`src/rtl/nfc_pkg.sv`:
```
package nfc_pkg;

    localparam int TW = 6;   // width of one timing count
    localparam int DW = 32;  // register width

    typedef enum logic [3:0] {
        PH_IDLE, PH_CMD1, PH_SPEC, PH_COL, PH_ROW,
        PH_CMD2, PH_WTB, PH_WRB, PH_DATA, PH_END
    } phase_e;

    typedef enum logic [1:0] {BK_CMD, BK_ADDR, BK_WR, BK_RD} bkind_e;

    typedef enum logic [2:0] {BS_IDLE, BS_SETUP, BS_LOW, BS_HIGH, BS_HOLD} bstate_e;

    typedef struct packed {
        logic       go;
        logic       hold;
        logic [1:0] nbytes;
        logic [2:0] rsv_hi;
        logic       spec;
        logic [1:0] rsv_mid;
        logic       wr;
        logic       rd;
        logic       cmd2;
        logic       row;
        logic       col;
        logic       cmd1;
        logic [7:0] op2;
        logic [7:0] op1;
    } ctrl_t;

    typedef struct packed {
        logic [1:0]    rsv;
        logic [TW-1:0] wb;
        logic [TW-1:0] hold;
        logic [TW-1:0] setup;
        logic [TW-1:0] high;
        logic [TW-1:0] low;
    } wait_t;

    // counter reload value: a zero count still lasts one clock
    function automatic logic [TW-1:0] cnt_load(logic [TW-1:0] f);
        return (f == '0) ? '0 : f - 1'b1;
    endfunction

    // first enabled phase strictly after cur
    function automatic phase_e next_phase(phase_e cur, ctrl_t c);
        if (cur < PH_CMD1 && c.cmd1)            return PH_CMD1;
        if (cur < PH_SPEC && c.spec)            return PH_SPEC;
        if (cur < PH_COL && c.col && !c.spec)   return PH_COL;
        if (cur < PH_ROW && c.row && !c.spec)   return PH_ROW;
        if (cur < PH_CMD2 && c.cmd2)            return PH_CMD2;
        if (cur < PH_WTB && c.cmd2)             return PH_WTB;
        if (cur < PH_DATA && (c.rd ^ c.wr))     return PH_DATA;
        return PH_END;
    endfunction

endpackage

```
`src/rtl/nfc_bus_cycle.sv`:
```
module nfc_bus_cycle
    import nfc_pkg::*;
(
    input  logic       clk,
    input  logic       rst,
    input  logic       start,
    input  bkind_e     kind,
    input  logic [7:0] byte_in,
    input  wait_t      tm,
    input  logic [7:0] io_in,
    output logic       cle,
    output logic       ale,
    output logic       we_n,
    output logic       re_n,
    output logic [7:0] io_out,
    output logic       io_oe,
    output logic       done,
    output logic [7:0] rd_byte
);
    bstate_e       st;
    logic [TW-1:0] cnt;
    bkind_e        kind_q;
    logic [7:0]    byte_q;
    logic          unused_tm;

    assign unused_tm = ^{tm.rsv, tm.wb};

    always_ff @(posedge clk) begin
        if (rst) begin
            st      <= BS_IDLE;
            cnt     <= '0;
            kind_q  <= BK_CMD;
            byte_q  <= '0;
            done    <= 1'b0;
            rd_byte <= '0;
        end else begin
            done <= 1'b0;
            unique case (st)
                BS_IDLE: if (start) begin
                    st     <= BS_SETUP;
                    cnt    <= cnt_load(tm.setup);
                    kind_q <= kind;
                    byte_q <= byte_in;
                end
                BS_SETUP: if (cnt == '0) begin
                    st  <= BS_LOW;
                    cnt <= cnt_load(tm.low);
                end else cnt <= cnt - 1'b1;
                BS_LOW: if (cnt == '0) begin
                    st  <= BS_HIGH;
                    cnt <= cnt_load(tm.high);
                    if (kind_q == BK_RD) rd_byte <= io_in;
                end else cnt <= cnt - 1'b1;
                BS_HIGH: if (cnt == '0) begin
                    st  <= BS_HOLD;
                    cnt <= cnt_load(tm.hold);
                end else cnt <= cnt - 1'b1;
                BS_HOLD: if (cnt == '0) begin
                    st   <= BS_IDLE;
                    done <= 1'b1;
                end else cnt <= cnt - 1'b1;
                default: st <= BS_IDLE;
            endcase
        end
    end

    assign cle    = (st != BS_IDLE) && (kind_q == BK_CMD);
    assign ale    = (st != BS_IDLE) && (kind_q == BK_ADDR);
    assign io_oe  = (st != BS_IDLE) && (kind_q != BK_RD);
    assign we_n   = !((st == BS_LOW) && (kind_q != BK_RD));
    assign re_n   = !((st == BS_LOW) && (kind_q == BK_RD));
    assign io_out = byte_q;

    // the two strobes are never low together
    p_strobe_excl_r9: assert property (@(posedge clk) disable iff (rst)
        !(!we_n && !re_n));
    // the sequencer only requests a byte when this engine is free
    p_start_idle_r2: assert property (@(posedge clk) disable iff (rst)
        start |-> (st == BS_IDLE));
endmodule

```
`src/rtl/nfc_seq.sv`:
```
module nfc_seq
    import nfc_pkg::*;
(
    input  logic          clk,
    input  logic          rst,
    input  logic          go,
    input  ctrl_t         ctrl,
    input  logic [3:0]    geom_n,
    input  logic [DW-1:0] col_addr,
    input  logic [DW-1:0] row_addr,
    input  logic [DW-1:0] wdata,
    input  logic [TW-1:0] wb_cnt,
    input  logic          rb,
    input  logic          bc_done,
    input  logic [7:0]    bc_rd_byte,
    output logic          bc_start,
    output bkind_e        bc_kind,
    output logic [7:0]    bc_byte,
    output logic          busy,
    output logic          ce_n,
    output logic          err,
    output logic          rd_valid,
    output logic [DW-1:0] rd_word
);
    phase_e        ph;
    logic [1:0]    idx;
    logic [1:0]    last_idx;
    logic          issued;
    logic          is_byte_ph;
    logic [TW-1:0] wcnt;
    logic [DW-1:0] acc;
    logic [DW-1:0] src;
    logic          ce_act;
    logic          unused_ctrl;

    assign unused_ctrl = ^{ctrl.go, ctrl.rsv_hi, ctrl.rsv_mid};

    always_comb begin
        last_idx = 2'd0;
        src      = '0;
        bc_kind  = BK_ADDR;
        unique case (ph)
            PH_CMD1: begin src = {24'b0, ctrl.op1}; bc_kind = BK_CMD; end
            PH_CMD2: begin src = {24'b0, ctrl.op2}; bc_kind = BK_CMD; end
            PH_COL:  begin src = col_addr; last_idx = geom_n[1:0]; end
            PH_ROW:  begin src = row_addr; last_idx = geom_n[3:2]; end
            PH_DATA: begin
                src      = wdata;
                last_idx = ctrl.nbytes;
                bc_kind  = ctrl.rd ? BK_RD : BK_WR;
            end
            default: ;
        endcase
    end

    assign bc_byte    = src[{idx, 3'b000} +: 8];
    assign is_byte_ph = (ph == PH_CMD1) || (ph == PH_SPEC) || (ph == PH_COL) ||
                        (ph == PH_ROW) || (ph == PH_CMD2) || (ph == PH_DATA);
    assign bc_start   = is_byte_ph && !issued;

    always_ff @(posedge clk) begin
        if (rst) begin
            ph       <= PH_IDLE;
            idx      <= '0;
            issued   <= 1'b0;
            wcnt     <= '0;
            acc      <= '0;
            ce_act   <= 1'b0;
            err      <= 1'b0;
            rd_valid <= 1'b0;
        end else begin
            rd_valid <= 1'b0;
            if (bc_start) issued <= 1'b1;
            unique case (ph)
                PH_IDLE: if (go) begin
                    ph     <= next_phase(PH_IDLE, ctrl);
                    ce_act <= 1'b1;
                    err    <= ctrl.rd & ctrl.wr;
                    acc    <= '0;
                    idx    <= '0;
                    issued <= 1'b0;
                end
                PH_WTB: if (wcnt == '0) ph <= PH_WRB;
                        else wcnt <= wcnt - 1'b1;
                PH_WRB: if (rb) ph <= next_phase(PH_WRB, ctrl);
                PH_END: begin
                    ce_act <= ctrl.hold;
                    ph     <= PH_IDLE;
                end
                default: if (bc_done) begin
                    issued <= 1'b0;
                    if (ph == PH_DATA && ctrl.rd) acc[{idx, 3'b000} +: 8] <= bc_rd_byte;
                    if (idx == last_idx) begin
                        idx <= '0;
                        ph  <= next_phase(ph, ctrl);
                        if (ph == PH_CMD2) wcnt <= cnt_load(wb_cnt);
                        if (ph == PH_DATA && ctrl.rd) rd_valid <= 1'b1;
                    end else begin
                        idx <= idx + 1'b1;
                    end
                end
            endcase
        end
    end

    assign busy    = (ph != PH_IDLE);
    assign ce_n    = !ce_act;
    assign rd_word = acc;

    // no progress past the ready wait while the flash is busy
    p_wait_rb_r10: assert property (@(posedge clk) disable iff (rst)
        (ph == PH_WRB && !rb) |=> (ph == PH_WRB));
    // chip enable is low for every cycle of a running operation
    p_ce_active_r13: assert property (@(posedge clk) disable iff (rst)
        (ph != PH_IDLE) |-> !ce_n);
    // a start request only reaches an idle sequencer
    p_go_idle_r11: assert property (@(posedge clk) disable iff (rst)
        go |-> (ph == PH_IDLE));
    // a conflicting start never enters the data phase
    p_no_data_err_r12: assert property (@(posedge clk) disable iff (rst)
        (err && ph != PH_IDLE) |-> (ph != PH_DATA));
endmodule

```
`src/rtl/nand_cmd_sequencer.sv`:
```
module nand_cmd_sequencer
    import nfc_pkg::*;
#(
    parameter int REG_AW = 3
) (
    input  logic              clk,
    input  logic              rst,
    input  logic              reg_wr,
    input  logic [REG_AW-1:0] reg_addr,
    input  logic [DW-1:0]     reg_wdata,
    input  logic [REG_AW-1:0] reg_raddr,
    output logic [DW-1:0]     reg_rdata,
    output logic              nand_ce_n,
    output logic              nand_cle,
    output logic              nand_ale,
    output logic              nand_we_n,
    output logic              nand_re_n,
    output logic [7:0]        nand_io_out,
    output logic              nand_io_oe,
    input  logic [7:0]        nand_io_in,
    input  logic              nand_rb
);
    localparam logic [REG_AW-1:0] A_CTRL = 'd0;
    localparam logic [REG_AW-1:0] A_COL  = 'd1;
    localparam logic [REG_AW-1:0] A_ROW  = 'd2;
    localparam logic [REG_AW-1:0] A_DATA = 'd3;
    localparam logic [REG_AW-1:0] A_WAIT = 'd4;
    localparam logic [REG_AW-1:0] A_GEOM = 'd5;

    ctrl_t         ctrl_q;
    wait_t         wait_q;
    logic [DW-1:0] col_q, row_q, data_q;
    logic [7:0]    geom_q;
    logic          go_q, seq_busy, busy_all, seq_err, rd_valid;
    logic [DW-1:0] rd_word;
    logic          bc_start, bc_done;
    bkind_e        bc_kind;
    logic [7:0]    bc_byte, bc_rd_byte;

    assign busy_all = go_q | seq_busy;

    always_ff @(posedge clk) begin
        if (rst) begin
            ctrl_q <= '0;
            wait_q <= '0;
            col_q  <= '0;
            row_q  <= '0;
            data_q <= '0;
            geom_q <= '0;
            go_q   <= 1'b0;
        end else begin
            go_q <= 1'b0;
            if (reg_wr) begin
                unique case (reg_addr)
                    A_CTRL: if (!busy_all) begin
                        ctrl_q <= reg_wdata;
                        go_q   <= reg_wdata[31];
                    end
                    A_COL:  col_q  <= reg_wdata;
                    A_ROW:  row_q  <= reg_wdata;
                    A_DATA: data_q <= reg_wdata;
                    A_WAIT: wait_q <= reg_wdata;
                    A_GEOM: geom_q <= reg_wdata[7:0];
                    default: ;
                endcase
            end
            if (rd_valid) data_q <= rd_word;
        end
    end

    always_comb begin
        unique case (reg_raddr)
            A_CTRL:  reg_rdata = {busy_all, ctrl_q.hold, ctrl_q.nbytes, seq_err,
                                  nand_rb, ctrl_q[25:0]};
            A_COL:   reg_rdata = col_q;
            A_ROW:   reg_rdata = row_q;
            A_DATA:  reg_rdata = data_q;
            A_WAIT:  reg_rdata = wait_q;
            A_GEOM:  reg_rdata = {24'b0, geom_q};
            default: reg_rdata = '0;
        endcase
    end

    nfc_seq i_seq (
        .clk(clk), .rst(rst), .go(go_q), .ctrl(ctrl_q), .geom_n(geom_q[7:4]),
        .col_addr(col_q), .row_addr(row_q), .wdata(data_q), .wb_cnt(wait_q.wb),
        .rb(nand_rb), .bc_done(bc_done), .bc_rd_byte(bc_rd_byte),
        .bc_start(bc_start), .bc_kind(bc_kind), .bc_byte(bc_byte),
        .busy(seq_busy), .ce_n(nand_ce_n), .err(seq_err),
        .rd_valid(rd_valid), .rd_word(rd_word)
    );

    nfc_bus_cycle i_bus (
        .clk(clk), .rst(rst), .start(bc_start), .kind(bc_kind), .byte_in(bc_byte),
        .tm(wait_q), .io_in(nand_io_in), .cle(nand_cle), .ale(nand_ale),
        .we_n(nand_we_n), .re_n(nand_re_n), .io_out(nand_io_out),
        .io_oe(nand_io_oe), .done(bc_done), .rd_byte(bc_rd_byte)
    );

    // control writes during a running operation leave the stored word alone
    p_ignore_busy_r11: assert property (@(posedge clk) disable iff (rst)
        (reg_wr && reg_addr == A_CTRL && busy_all) |=> $stable(ctrl_q));
    // the data register changes only through a host write or a finished read
    p_data_hold_r8: assert property (@(posedge clk) disable iff (rst)
        (!rd_valid && !(reg_wr && reg_addr == A_DATA)) |=> $stable(data_q));
endmodule

```
`config.mk`:
```
export PLATFORM = sky130hd
export DESIGN_NAME = nand_cmd_sequencer
export DESIGN_NICKNAME = d
export VERILOG_FILES = /design/src/rtl/nfc_pkg.sv /design/src/rtl/nfc_bus_cycle.sv /design/src/rtl/nfc_seq.sv /design/src/rtl/nand_cmd_sequencer.sv
export SDC_FILE = /design/constraint.sdc
export NUM_CORES = 1
export LEC_CHECK = 0
export ABC_AREA = 1
export CAP_MARGIN = 10
export CORE_MARGIN = 2
export CORE_UTILIZATION = 62
export CTS_CLUSTER_DIAMETER = 120
export CTS_CLUSTER_SIZE = 16
export DETAILED_ROUTE_END_ITERATION = 10
export DONT_BUFFER_PORTS = 1
export PLACE_DENSITY_LB_ADDON = 0.3
export SYNTH_ARGS = -nofsm -noshare
export SYNTH_HDL_FRONTEND = slang
export SYNTH_SLANG_ARGS = --single-unit
```
`constraint.sdc`:
```
create_clock -name clk -period 3.4 [get_ports clk]
set_input_delay 0.34 -clock clk [delete_from_list [all_inputs] [get_ports clk]]
set_output_delay 0.34 -clock clk [all_outputs]
set_load 0.05 [all_outputs]
```
==> impl_metrics.env, run 1 <==
export IMPL_grt_pass1_wl_mm=65.7
export IMPL_fin_util=0.683
export IMPL_max_vdd_ir_drop_mv=0.445
export IMPL_setup_viol=0
export IMPL_regToRegStartpoint="i_seq.ph[3]$_SDFFE_PP0P_"
export IMPL_cp_slowest_cell="nor2_1"
export IMPL_grt_ovfl_total=0
export IMPL_worstSkewPairLatency_ns=0.52
export IMPL_netlist_top_cells_count="a21oi_1 (294), nand2_1 (281), dfxtp_1 (242)"
export IMPL_grt_setup_unrepaired="false"
export IMPL_cp_max_fo=58
export IMPL_slew_violations=0
export IMPL_root_buffer="clkbuf_16"
export IMPL_grt_max_degree=102
export IMPL_fp_dieH_um=144
export IMPL_synth_flop_cell="dfxtp_1"
export IMPL_fin_crit_sh=0.885
export IMPL_ys_types=39
export IMPL_area_growth_pct=8.63
export IMPL_antenna_cells=0
export IMPL_p_per_area_nw_per_um2=546
export IMPL_yosysMostFrequentCell="a21oi_1"
export IMPL_fin_setup_tns_ns=0
export IMPL_hold_violations=0
export IMPL_critical_path_endpoint_type="flop"
export IMPL_synth_xor_area_frac=0.0136
export IMPL_grt_pass1_vias=11809
export IMPL_syn_area_um2=12200
export IMPL_cts_tree="done"
export IMPL_min_from="reg_wdata[26]"
export IMPL_fp_dieArea_um2=20800
export IMPL_netlist_instances=1772
export IMPL_hold_class="in -> reg"
export IMPL_hold_path_end="col_q[26]$_SDFFE_PP0P_"
export IMPL_synth_simple_area_share=0.207
export IMPL_wl_mm=43.7
export IMPL_clk_pin_slew_ns=0.08
export IMPL_async_flop_share=0
export IMPL_synth_nets=1841
export IMPL_crit_arrival_ns=3.45
export IMPL_drive_gt1_frac=0.0583
export IMPL_p_leak_nw=5.25
export IMPL_dp_hpwl_mm=30.7
export IMPL_critPathKind="reg -> reg"
export IMPL_gp_congestion=1.04
export IMPL_ys_seq_area_frac=0.397
export IMPL_required_ns=3.85
export IMPL_yosys_top_cells_area="dfxtp_1 (40%), a21oi_1 (12%), o21ai_0 (9.6%)"
export IMPL_synth_compound_gate_area_share=0.273
export IMPL_core_area_um2=19400
export IMPL_cp_common_cell="buf_4"
export IMPL_yosysWarnings=0
export IMPL_start_kind="flop"
export IMPL_route_detailed_drc=0
export IMPL_initial_core_util=0.629
export IMPL_antenna_found_initial=1
export IMPL_layout_cells_non_filler=2031
export IMPL_rows=51
export IMPL_synthMuxAreaShare=0
export IMPL_timing_rr_end="ctrl_q[10]$_SDFFE_PP0P_"
export IMPL_cts_made_buffers=19
export IMPL_min_path_cells=2
export IMPL_status="finished, final reports clean"
export IMPL_skew_ns=0.0279
export IMPL_synth_top_family_by_area="compound AO/OA/AOI/OAI gates"
export IMPL_cts_resized=0
export IMPL_max_freq_ghz=0.333
export IMPL_drt_iter0_markers=1613
export IMPL_ant_nets=0
export IMPL_synth_top_area_frac=0.397
export IMPL_reg2reg_depth=9
export IMPL_synthAdderAreaFrac=0.0195
export IMPL_die_w_um=144
export IMPL_maxCapViolCount=0
export IMPL_drtPass1Iterations=6
export IMPL_path_delay_family="simple AND/OR/NAND/NOR gates"
export IMPL_crit_chain="nor2_2 > nand2_1 > buf_4 > nor2_1 > nand3_1 > inv_1 > buf_4 > o21ai_0 > a21oi_1"
export IMPL_cp_num_cells=9
export IMPL_fillCellCount=1737
export IMPL_finish_net_count=1835
export IMPL_ff2ff_setup_slack_ns=0.39
export IMPL_worst_path_buf_inv=3
export IMPL_synth_avg_cell_area_um2=6.89
export IMPL_worst_pin_slew_ns=1.13
export IMPL_vias_per_cell=6.40
export IMPL_vias=13005
export IMPL_synth_area_leader_cell="dfxtp_1"
export IMPL_slowest_delay_ns=0.58
export IMPL_port_buffers=0
export IMPL_clock_sinks=242
export IMPL_cts_max_path_buffers=3
export IMPL_ys_ff_latch=242
export IMPL_wl_per_cell_um=21.5
export IMPL_h_tree_depth=1
export IMPL_grtUsageTotal=0.412
export IMPL_placed_cells=1991
export IMPL_synth_edf_count=0
export IMPL_period_minus_slack_ns=3.01
export IMPL_slew_headroom=0.240
export IMPL_ios=96
[worst max-delay path by stage]
| stage | end | startpoint |
|---|---|---|
| 2_1_floorplan | reg_rdata[19] | reg_raddr[2] |
| 3_3_place_gp | ctrl_q[1]$_SDFFE_PP0P_ | i_seq.ph[3]$_SDFFE_PP0P_ |
| 3_5_place_dp | ctrl_q[2]$_SDFFE_PP0P_ | i_seq.ph[3]$_SDFFE_PP0P_ |
| 4_1_cts | ctrl_q[2]$_SDFFE_PP0P_ | i_seq.ph[3]$_SDFFE_PP0P_ |
| 5_1_grt | ctrl_q[16]$_SDFFE_PP0P_ | i_seq.ph[3]$_SDFFE_PP0P_ |
| 6_report | ctrl_q[10]$_SDFFE_PP0P_ | i_seq.ph[3]$_SDFFE_PP0P_ |
[flip-flops by register name (all words and copies together) (netlist names), 2 cells and up]
| signal | flops |
|---|---|
| i_bus.st | 3 |
| i_seq.rd_word | 32 |
| ctrl_q | 29 |
| col_q | 32 |
| i_bus.rd_byte | 8 |
| i_seq.ph | 4 |
| i_bus.cnt | 6 |
| i_bus.kind_q | 2 |
| data_q | 32 |
| i_seq.wcnt | 6 |
| wait_q | 32 |
| i_seq.idx | 2 |
| geom_q | 8 |
| row_q | 32 |
| i_bus.io_out | 8 |
[stage by stage]
step	area (um2)	setup slack [ns]	power [mW]	hold slack, ns
2_1_floorplan	12200	1.02	4.64	0.430
3_3_place_gp	12600	0.640	5.09	0.414
3_5_place_dp	12600	0.605	5.13	0.419
4_1_cts	13300	0.615	7.15	0.00340
5_1_grt	13300	0.319	7.51	0.0151
6_report	13300	0.393	7.24	0.00630
[layout make-up]
class / count / area (um2) / share of cell area
multi-input cells: 1246 / 6280 / 0.474
flip-flops and latches: 242 / 4850 / 0.366
inverters: 185 / 697 / 0.0526
repair buffers: 72 / 598 / 0.0451
clock buffers: 19 / 475 / 0.0359
well taps: 265 / 332 / 0.0250
clock inverters: 2 / 25.0 / 0.00189
[cells in the final DEF, fill, tap and decap left out, drive strengths merged]
master         n
a21oi        295
nand2        283
dfxtp        242
o21ai        235
inv          182
nor2         150
nand3         92
buf           54
nand4         44
o22ai         22
ha            19
clkbuf        19
dlygate4sd3   18
a22oi         17
nor3          16
xor2          15
o221ai        14
a221oi        12
o2111ai       11
o211ai         6
clkinv         5
xnor2          4
or2            4
a31oi          2
nor3b          2
o21a           1
a211oi         1
nor4           1
[power breakdown]
group / internal, mW / switching [mW] / leakage [nW]
sequential: 2.98 / 0.137 / 1.96
clock: 1.01 / 1.04 / 0.246
combinational: 0.540 / 1.53 / 3.04
total: 4.53 / 2.71 / 5.25
[routing by layer]
metal | part of all wire | vias up | track usage
li1 | - | 6015 | -
met1 | 0.36 | 5906 | 0.504
met2 | 0.42 | 868 | 0.620
met3 | 0.12 | 214 | 0.117
met4 | 0.089 | 2 | 0.301
met5 | 0.00030 | - | 0
[logic make-up (layout without fill, tap and decap cells)]
| kind of cell | after synthesis | in the layout |
|---|---|---|
| compound gates | 616 | 616 |
| simple gates | 592 | 592 |
| buf+inv | 284 | 278 |
| flops | 242 | 242 |
| fa+ha+maj | 19 | 19 |
| xor+xnor | 19 | 19 |
[repair_timing]
item / 4_1_cts / 5_1_grt
buffers inserted: 0 / 0
endpoints found under the hold margin: 67 / 0
hold buffers: 19 / 0
No activity file was read; power rests on OpenSTA's default activity.
==> run 2, diff against run 1 <==
--- a/config.mk
+++ b/config.mk
@@ -8,11 +8,12 @@
 export ABC_AREA = 1
 export CAP_MARGIN = 10
 export CORE_MARGIN = 2
-export CORE_UTILIZATION = 62
+export CORE_UTILIZATION = 58
 export CTS_CLUSTER_DIAMETER = 120
 export CTS_CLUSTER_SIZE = 16
 export DETAILED_ROUTE_END_ITERATION = 10
 export DONT_BUFFER_PORTS = 1
+export GPL_TIMING_DRIVEN = 0
 export PLACE_DENSITY_LB_ADDON = 0.3
 export SYNTH_ARGS = -nofsm -noshare
 export SYNTH_HDL_FRONTEND = slang
==> constraint.sdc (replaced) <==
create_clock -name clk -period 2.59 [get_ports clk]
set_input_delay 0.259 -clock clk [delete_from_list [all_inputs] [get_ports clk]]
set_output_delay 0.259 -clock clk [all_outputs]
set_load 0.05 [all_outputs]
==> impl_metrics.env, run 2 (synthesized netlist as in run 1, its figures left out) <==
export IMPL_vias=14033
export IMPL_hold_class="in -> reg"
export IMPL_fp_dieH_um=149
export IMPL_clock_sinks=242
export IMPL_skew_ns=0.0338
export IMPL_cp_max_fo=10
export IMPL_crit_arrival_ns=3.11
export IMPL_layout_cells_non_filler=2114
export IMPL_start_kind="flop"
export IMPL_initial_core_util=0.586
export IMPL_violations="negative setup slack"
export IMPL_mostFrequentLayoutCell="a21oi_1"
export IMPL_area_growth_pct=11.9
export IMPL_cts_max_path_buffers=3
export IMPL_ios=96
export IMPL_antenna_found_initial=2
export IMPL_ant_nets=0
export IMPL_drt_iter0_markers=2173
export IMPL_rows=53
export IMPL_p_per_area_nw_per_um2=719
export IMPL_placed_cells=2050
export IMPL_grt_max_degree=17
export IMPL_gp_congestion=1.08
export IMPL_fp_dieArea_um2=22200
export IMPL_dp_slack_ns=-0.345
export IMPL_h_tree_depth=1
export IMPL_timing_rr_end="i_bus.io_out[3]$_SDFFE_PP0P_"
export IMPL_fin_crit_sh=1.03
export IMPL_fin_area_um2=13700
export IMPL_maxCapViolCount=0
export IMPL_port_buffers=0
export IMPL_slew_headroom=0.165
export IMPL_regToRegStartpoint="i_seq.ph[1]$_SDFFE_PP0P_"
export IMPL_critical_path_endpoint_type="flop"
export IMPL_vias_per_cell=6.64
export IMPL_max_freq_ghz=0.376
export IMPL_grt_ovfl_total=0
export IMPL_most_common_layout_cells="a21oi_1 (294), nand2_1 (280), dfxtp_1 (242)"
export IMPL_fin_setup_tns_ns=-0.0714
export IMPL_cts_made_buffers=19
export IMPL_min_from="reg_wdata[10]"
export IMPL_grt_pass1_vias=12473
export IMPL_hold_path_end="wait_q[10]$_SDFFE_PP0P_"
export IMPL_cts_tree="done"
export IMPL_drive_gt1_frac=0.0539
export IMPL_worst_pin_slew_ns=1.25
export IMPL_die_w_um=149
export IMPL_grt_setup_unrepaired="false"
export IMPL_required_ns=3.04
export IMPL_core_area_um2=20800
export IMPL_grtUsageTotal=0.461
export IMPL_clk_pin_slew_ns=0.08
export IMPL_wl_mm=52.6
export IMPL_min_path_cells=2
export IMPL_fillCellCount=1977
export IMPL_setup_viol=1
export IMPL_route_detailed_drc=0
export IMPL_period_minus_slack_ns=2.66
export IMPL_finish_net_count=1905
export IMPL_reg2reg_depth=9
export IMPL_status="complete, but fails checks"
export IMPL_ff2ff_setup_slack_ns=-0.07
export IMPL_setup_slack_ns=-0.0714
export IMPL_hold_violations=0
export IMPL_worstSkewPairLatency_ns=0.53
export IMPL_max_vdd_ir_drop_mv=0.590
export IMPL_root_buffer="clkbuf_16"
export IMPL_placed_area_um2=12600
export IMPL_p_leak_nw=5.34
export IMPL_grt_pass1_wl_mm=76.6
export IMPL_dp_hpwl_mm=39.3
export IMPL_critPathKind="reg -> reg"
export IMPL_slew_violations=0
export IMPL_wl_per_cell_um=24.9
export IMPL_drtPass1Iterations=6
## run 2: cell count changes in the layout (fill, tap and decap cells not counted), moves of 5 or more
cell and change:
buf_1 +5, buf_2 +11, buf_4 -44, clkbuf_1 +64, clkbuf_2 +13, dlygate4sd3_1 +22, o2111ai_1 -7, o2111ai_2 +7
o221ai_1 -11, o221ai_2 +10
## run 2: worst max-delay path, stage by stage, from the launching register on
cell and delay [ns]:
dfxtp_1 0.53, nand2_1 0.16, nor2_1 0.54, buf_2 0.39, nand2_1 0.08, nand3_1 0.10, nor2_1 0.07, o21ai_0 0.39
nand3_1 0.16, a21oi_1 0.15
## run 2: per-layer routing
metal  share of wire  up-vias  global-route usage
met5               0        -                   0
met4           0.081        0               0.281
met3            0.14      248               0.125
met2            0.42     1178               0.691
met1            0.36     6444               0.593
li1                -     6163                   -
## run 2: power breakdown
group	total [mW]	internal, mW	leakage (nW)	switching, mW
sequential	4.10	3.91	1.96	0.187
clock	2.77	1.33	0.246	1.45
combinational	2.95	0.776	3.13	2.18
total	9.82	6.01	5.34	3.81
## run 2: what timing repair did
| item | 4_1_cts | 5_1_grt |
|---|---|---|
| setup endpoints to repair | 59 | 71 |
| buffers inserted | 0 | 0 |
| gates resized for setup | 22 | 27 |
| pin swaps | 0 | 1 |
| endpoints found under the hold margin | 110 | 1 |
| hold buffers | 39 | 1 |
## run 2: final cells by class
type                       instances  area [um2]  share of cell area
buffer                            99         424              0.0311
clock inverter                     2        25.0             0.00183
sequential                       242        4840               0.355
tap                              275         344              0.0252
inverter                         185         694              0.0508
multi-input combinational       1246        6420               0.470
timing repair buffer              43         423              0.0310
clock buffer                      19         475              0.0348
antenna                            3        7.51            0.000550
## run 2: worst max path at each step
stage                              from                            to  slack (ns)
6_report       i_seq.ph[1]$_SDFFE_PP0P_  i_bus.io_out[3]$_SDFFE_PP0P_       -0.07
5_1_grt                    reg_raddr[2]                 reg_rdata[11]      0.0008
4_1_cts                    reg_raddr[2]                  reg_rdata[8]      0.0006
3_5_place_dp               reg_raddr[2]                 reg_rdata[31]       -0.34
3_3_place_gp               reg_raddr[2]                 reg_rdata[19]       -0.40
2_1_floorplan              reg_raddr[2]                 reg_rdata[19]        0.37
## run 2: metrics by stage
stage	utilization	total power [mW]	hold slack [ns]
final	0.656	9.82	0.00329
after global routing	0.656	10.2	0.00157
after CTS	0.652	9.63	0.00186
after detailed placement	0.604	6.89	0.403
after global placement	0.603	6.85	0.395
after floorplan	-	6.09	0.394
==> run 3, diff against run 2 <==
--- a/config.mk
+++ b/config.mk
@@ -5,8 +5,7 @@
 export SDC_FILE = /design/constraint.sdc
 export NUM_CORES = 1
 export LEC_CHECK = 0
-export ABC_AREA = 1
-export CAP_MARGIN = 10
+export CAP_MARGIN = 20
 export CORE_MARGIN = 2
 export CORE_UTILIZATION = 58
 export CTS_CLUSTER_DIAMETER = 120
==> impl_metrics.env, run 3 <==
export IMPL_ys_seq_area_frac=0.370
export IMPL_fin_setup_tns_ns=-0.0134
export IMPL_required_ns=2.33
export IMPL_h_tree_depth=1
export IMPL_crit_arrival_ns=2.34
export IMPL_syn_area_um2=13100
export IMPL_clk_pin_slew_ns=0.07
export IMPL_maxCapViolCount=0
export IMPL_netlist_top_cells_count="nand2_1 (368), dfxtp_1 (242), a21oi_1 (210)"
export IMPL_cp_max_fo=10
export IMPL_p_per_area_nw_per_um2=742
export IMPL_netlist_instances=1683
export IMPL_path_delay_family="multiplexers"
export IMPL_drtPass1Iterations=6
export IMPL_fillCellCount=1902
export IMPL_placed_area_um2=13500
export IMPL_switchingPower_mw=4.46
export IMPL_die_w_um=154
export IMPL_synth_area_leader_cell="dfxtp_1"
export IMPL_slew_violations=0
export IMPL_cp_slowest_cell="mux4_2"
export IMPL_yosysWarnings=0
export IMPL_ys_ff_latch=242
export IMPL_grt_pass1_vias=12858
export IMPL_violations="negative hold slack, negative setup slack"
export IMPL_synth_edf_count=0
export IMPL_most_common_layout_cells="nand2_1 (368), dfxtp_1 (237), a21oi_1 (209)"
export IMPL_grt_util_met2=0.678
export IMPL_finish_net_count=1828
export IMPL_synth_flop_cell="dfxtp_1"
export IMPL_fp_dieArea_um2=23800
export IMPL_grt_busiest_layer="met2"
export IMPL_yosysMostFrequentCell="nand2_1"
export IMPL_clockPowerShare=0.250
export IMPL_area_growth_pct=13.2
export IMPL_synth_top_area_frac=0.370
export IMPL_multi_input_area_um2=7780
export IMPL_p_comb_frac=0.378
export IMPL_hold_violations=1
export IMPL_worstSkewPairLatency_ns=0.52
export IMPL_drive_gt1_frac=0.0949
export IMPL_grtUsageTotal=0.439
export IMPL_skew_ns=0.0262
export IMPL_ios=96
export IMPL_period_minus_slack_ns=2.60
export IMPL_mostFrequentLayoutCell="nand2_1"
export IMPL_grt_pass1_wl_mm=79.0
export IMPL_setup_viol=1
export IMPL_core_area_um2=22000
export IMPL_dp_hpwl_mm=40.0
export IMPL_fin_crit_sh=1.01
export IMPL_vias_per_cell=6.70
export IMPL_clock_sinks=242
export IMPL_seq_area_um2=4860
export IMPL_rows=54
export IMPL_slew_headroom=0.273
export IMPL_synth_avg_cell_area_um2=7.78
export IMPL_yosys_top_cells_area="dfxtp_1 (37%), nand2_1 (11%), a21oi_1 (8.0%)"
export IMPL_vias=13676
export IMPL_intPower_mw=6.54
export IMPL_cts_max_path_buffers=3
export IMPL_wl_per_cell_um=26.2
export IMPL_antenna_found_initial=2
export IMPL_max_vdd_ir_drop_mv=0.569
export IMPL_met3_usage=0.121
export IMPL_max_freq_ghz=0.384
export IMPL_status="complete, but fails checks"
export IMPL_cts_tree="done"
export IMPL_ant_nets=0
export IMPL_ys_types=77
export IMPL_drt_iter0_markers=2041
export IMPL_power_share_switching=0.405
export IMPL_crit_chain="buf_6 > nor4_4 > buf_4 > nand2b_4 > mux4_2 > inv_2 > o21ai_4"
export IMPL_wl_mm=53.4
export IMPL_setup_slack_ns=-0.0134
export IMPL_pwr_share_seq=0.373
export IMPL_synth_nets=1752
export IMPL_port_buffers=0
export IMPL_grt_ovfl_total=0
export IMPL_met1_usage=0.566
export IMPL_slowest_delay_ns=0.48
export IMPL_initial_core_util=0.596
export IMPL_grt_setup_unrepaired="true"
export IMPL_critPathKind="reg -> out"
export IMPL_p_leak_nw=4.95
export IMPL_worst_path_buf_inv=3
export IMPL_grt_max_degree=17
export IMPL_start_kind="flop"
export IMPL_fin_area_um2=14800
export IMPL_async_flop_share=0
export IMPL_root_buffer="clkbuf_16"
export IMPL_critical_path_endpoint_type="primary output"
export IMPL_hold_ws_ns=-0.00285
export IMPL_worst_pin_slew_ns=1.08
export IMPL_gp_congestion=1.07
export IMPL_route_detailed_drc=0
export IMPL_fp_dieH_um=154
export IMPL_hold_class="in -> reg"
export IMPL_cts_made_buffers=19
==> run 3: changes by cell type after synthesis, moves of 51 or more <==
cell     before  now
o21ai_0     233   56
nand2_1     281  368
inv_1       175   43
a21oi_1     294  210
nand3_1      92   41
mux2i_1       0   79
==> run 3: repair_timing <==
item	CTS	global route
cloned	0	0
endpoints found under the setup margin	115	50
hold endpoints to repair	162	0
pin swaps	2	3
gates resized for setup	62	26
buffers inserted	3	7
hold buffers	42	0
==> run 3: final cells by class <==
| class | count | area share |
|---|---|---|
| diodes | 3 | 0.000507 |
| plain buffers | 128 | 0.0404 |
| multi-input cells | 1267 | 0.525 |
| clock buffers | 19 | 0.0321 |
| flip-flops and latches | 242 | 0.328 |
| inverters | 44 | 0.0114 |
| clock inverters | 2 | 0.00169 |
| well taps | 280 | 0.0237 |
| repair buffers | 57 | 0.0371 |
==> run 3: cell families (layout without fill, tap and decap cells) <==
logic type / after synthesis / count (layout) / synth area share
and+or+nand+nor: 662 / 662 / 0.227
AOI/OAI and AO/OA: 463 / 463 / 0.221
DFF: 242 / 242 / 0.370
buffers and inverters: 174 / 250 / 0.0546
muxes: 101 / 101 / 0.0940
xor gates and xnor gates: 22 / 22 / 0.0147
adders and majority gates: 19 / 19 / 0.0182
other: 0 / 3 / 0
==> run 3: per-stage QoR <==
stage / cells / power (mW) / worst slack (ns) / util
2_1_floorplan: 1683 / 6.62 / 0.0384 / -
3_3_place_gp: 1963 / 7.70 / -0.828 / 0.613
3_5_place_dp: 1968 / 7.74 / -0.649 / 0.616
4_1_cts: 2034 / 10.7 / -0.0409 / 0.669
5_1_grt: 2040 / 11.3 / -0.0313 / 0.674
6_report: 2042 / 11.0 / -0.0134 / 0.674
==> run 3: per-layer routing <==
metal | vias up | share of wire
met5 | - | 0.00024
met4 | 2 | 0.063
met3 | 219 | 0.13
met2 | 931 | 0.43
met1 | 6420 | 0.37
li1 | 6104 | -
==> run 3: final timing paths <==
| path | start | cells after the start | slack, ns | end |
|---|---|---|---|---|
| setup / recovery | i_seq.ph[0]$_SDFFE_PP0P_ | 7 | -0.01 | reg_rdata[31] |
| hold / removal | reg_wdata[12] | 2 | -0.003 | data_q[12]$_SDFFE_PP0P_ |
| setup reg to reg | i_seq.idx[0]$_SDFFE_PP0P_ | 6 | 0.06 | i_bus.io_out[5]$_SDFFE_PP0P_ |
| hold reg to reg | i_seq.rd_word[15]$_SDFFE_PP0P_ | 2 | 0.45 | i_seq.rd_word[15]$_SDFFE_PP0P_ |
==> run 3: power groups by stage <==
stage / clock, mW / combinational (mW) / sequential (mW)
floorplan: 0 / 2.53 / 4.08
global placement: 0 / 3.55 / 4.15
detailed placement: 0 / 3.58 / 4.16
CTS: 2.72 / 3.86 / 4.08
global route: 2.85 / 4.33 / 4.11
finish: 2.75 / 4.15 / 4.10
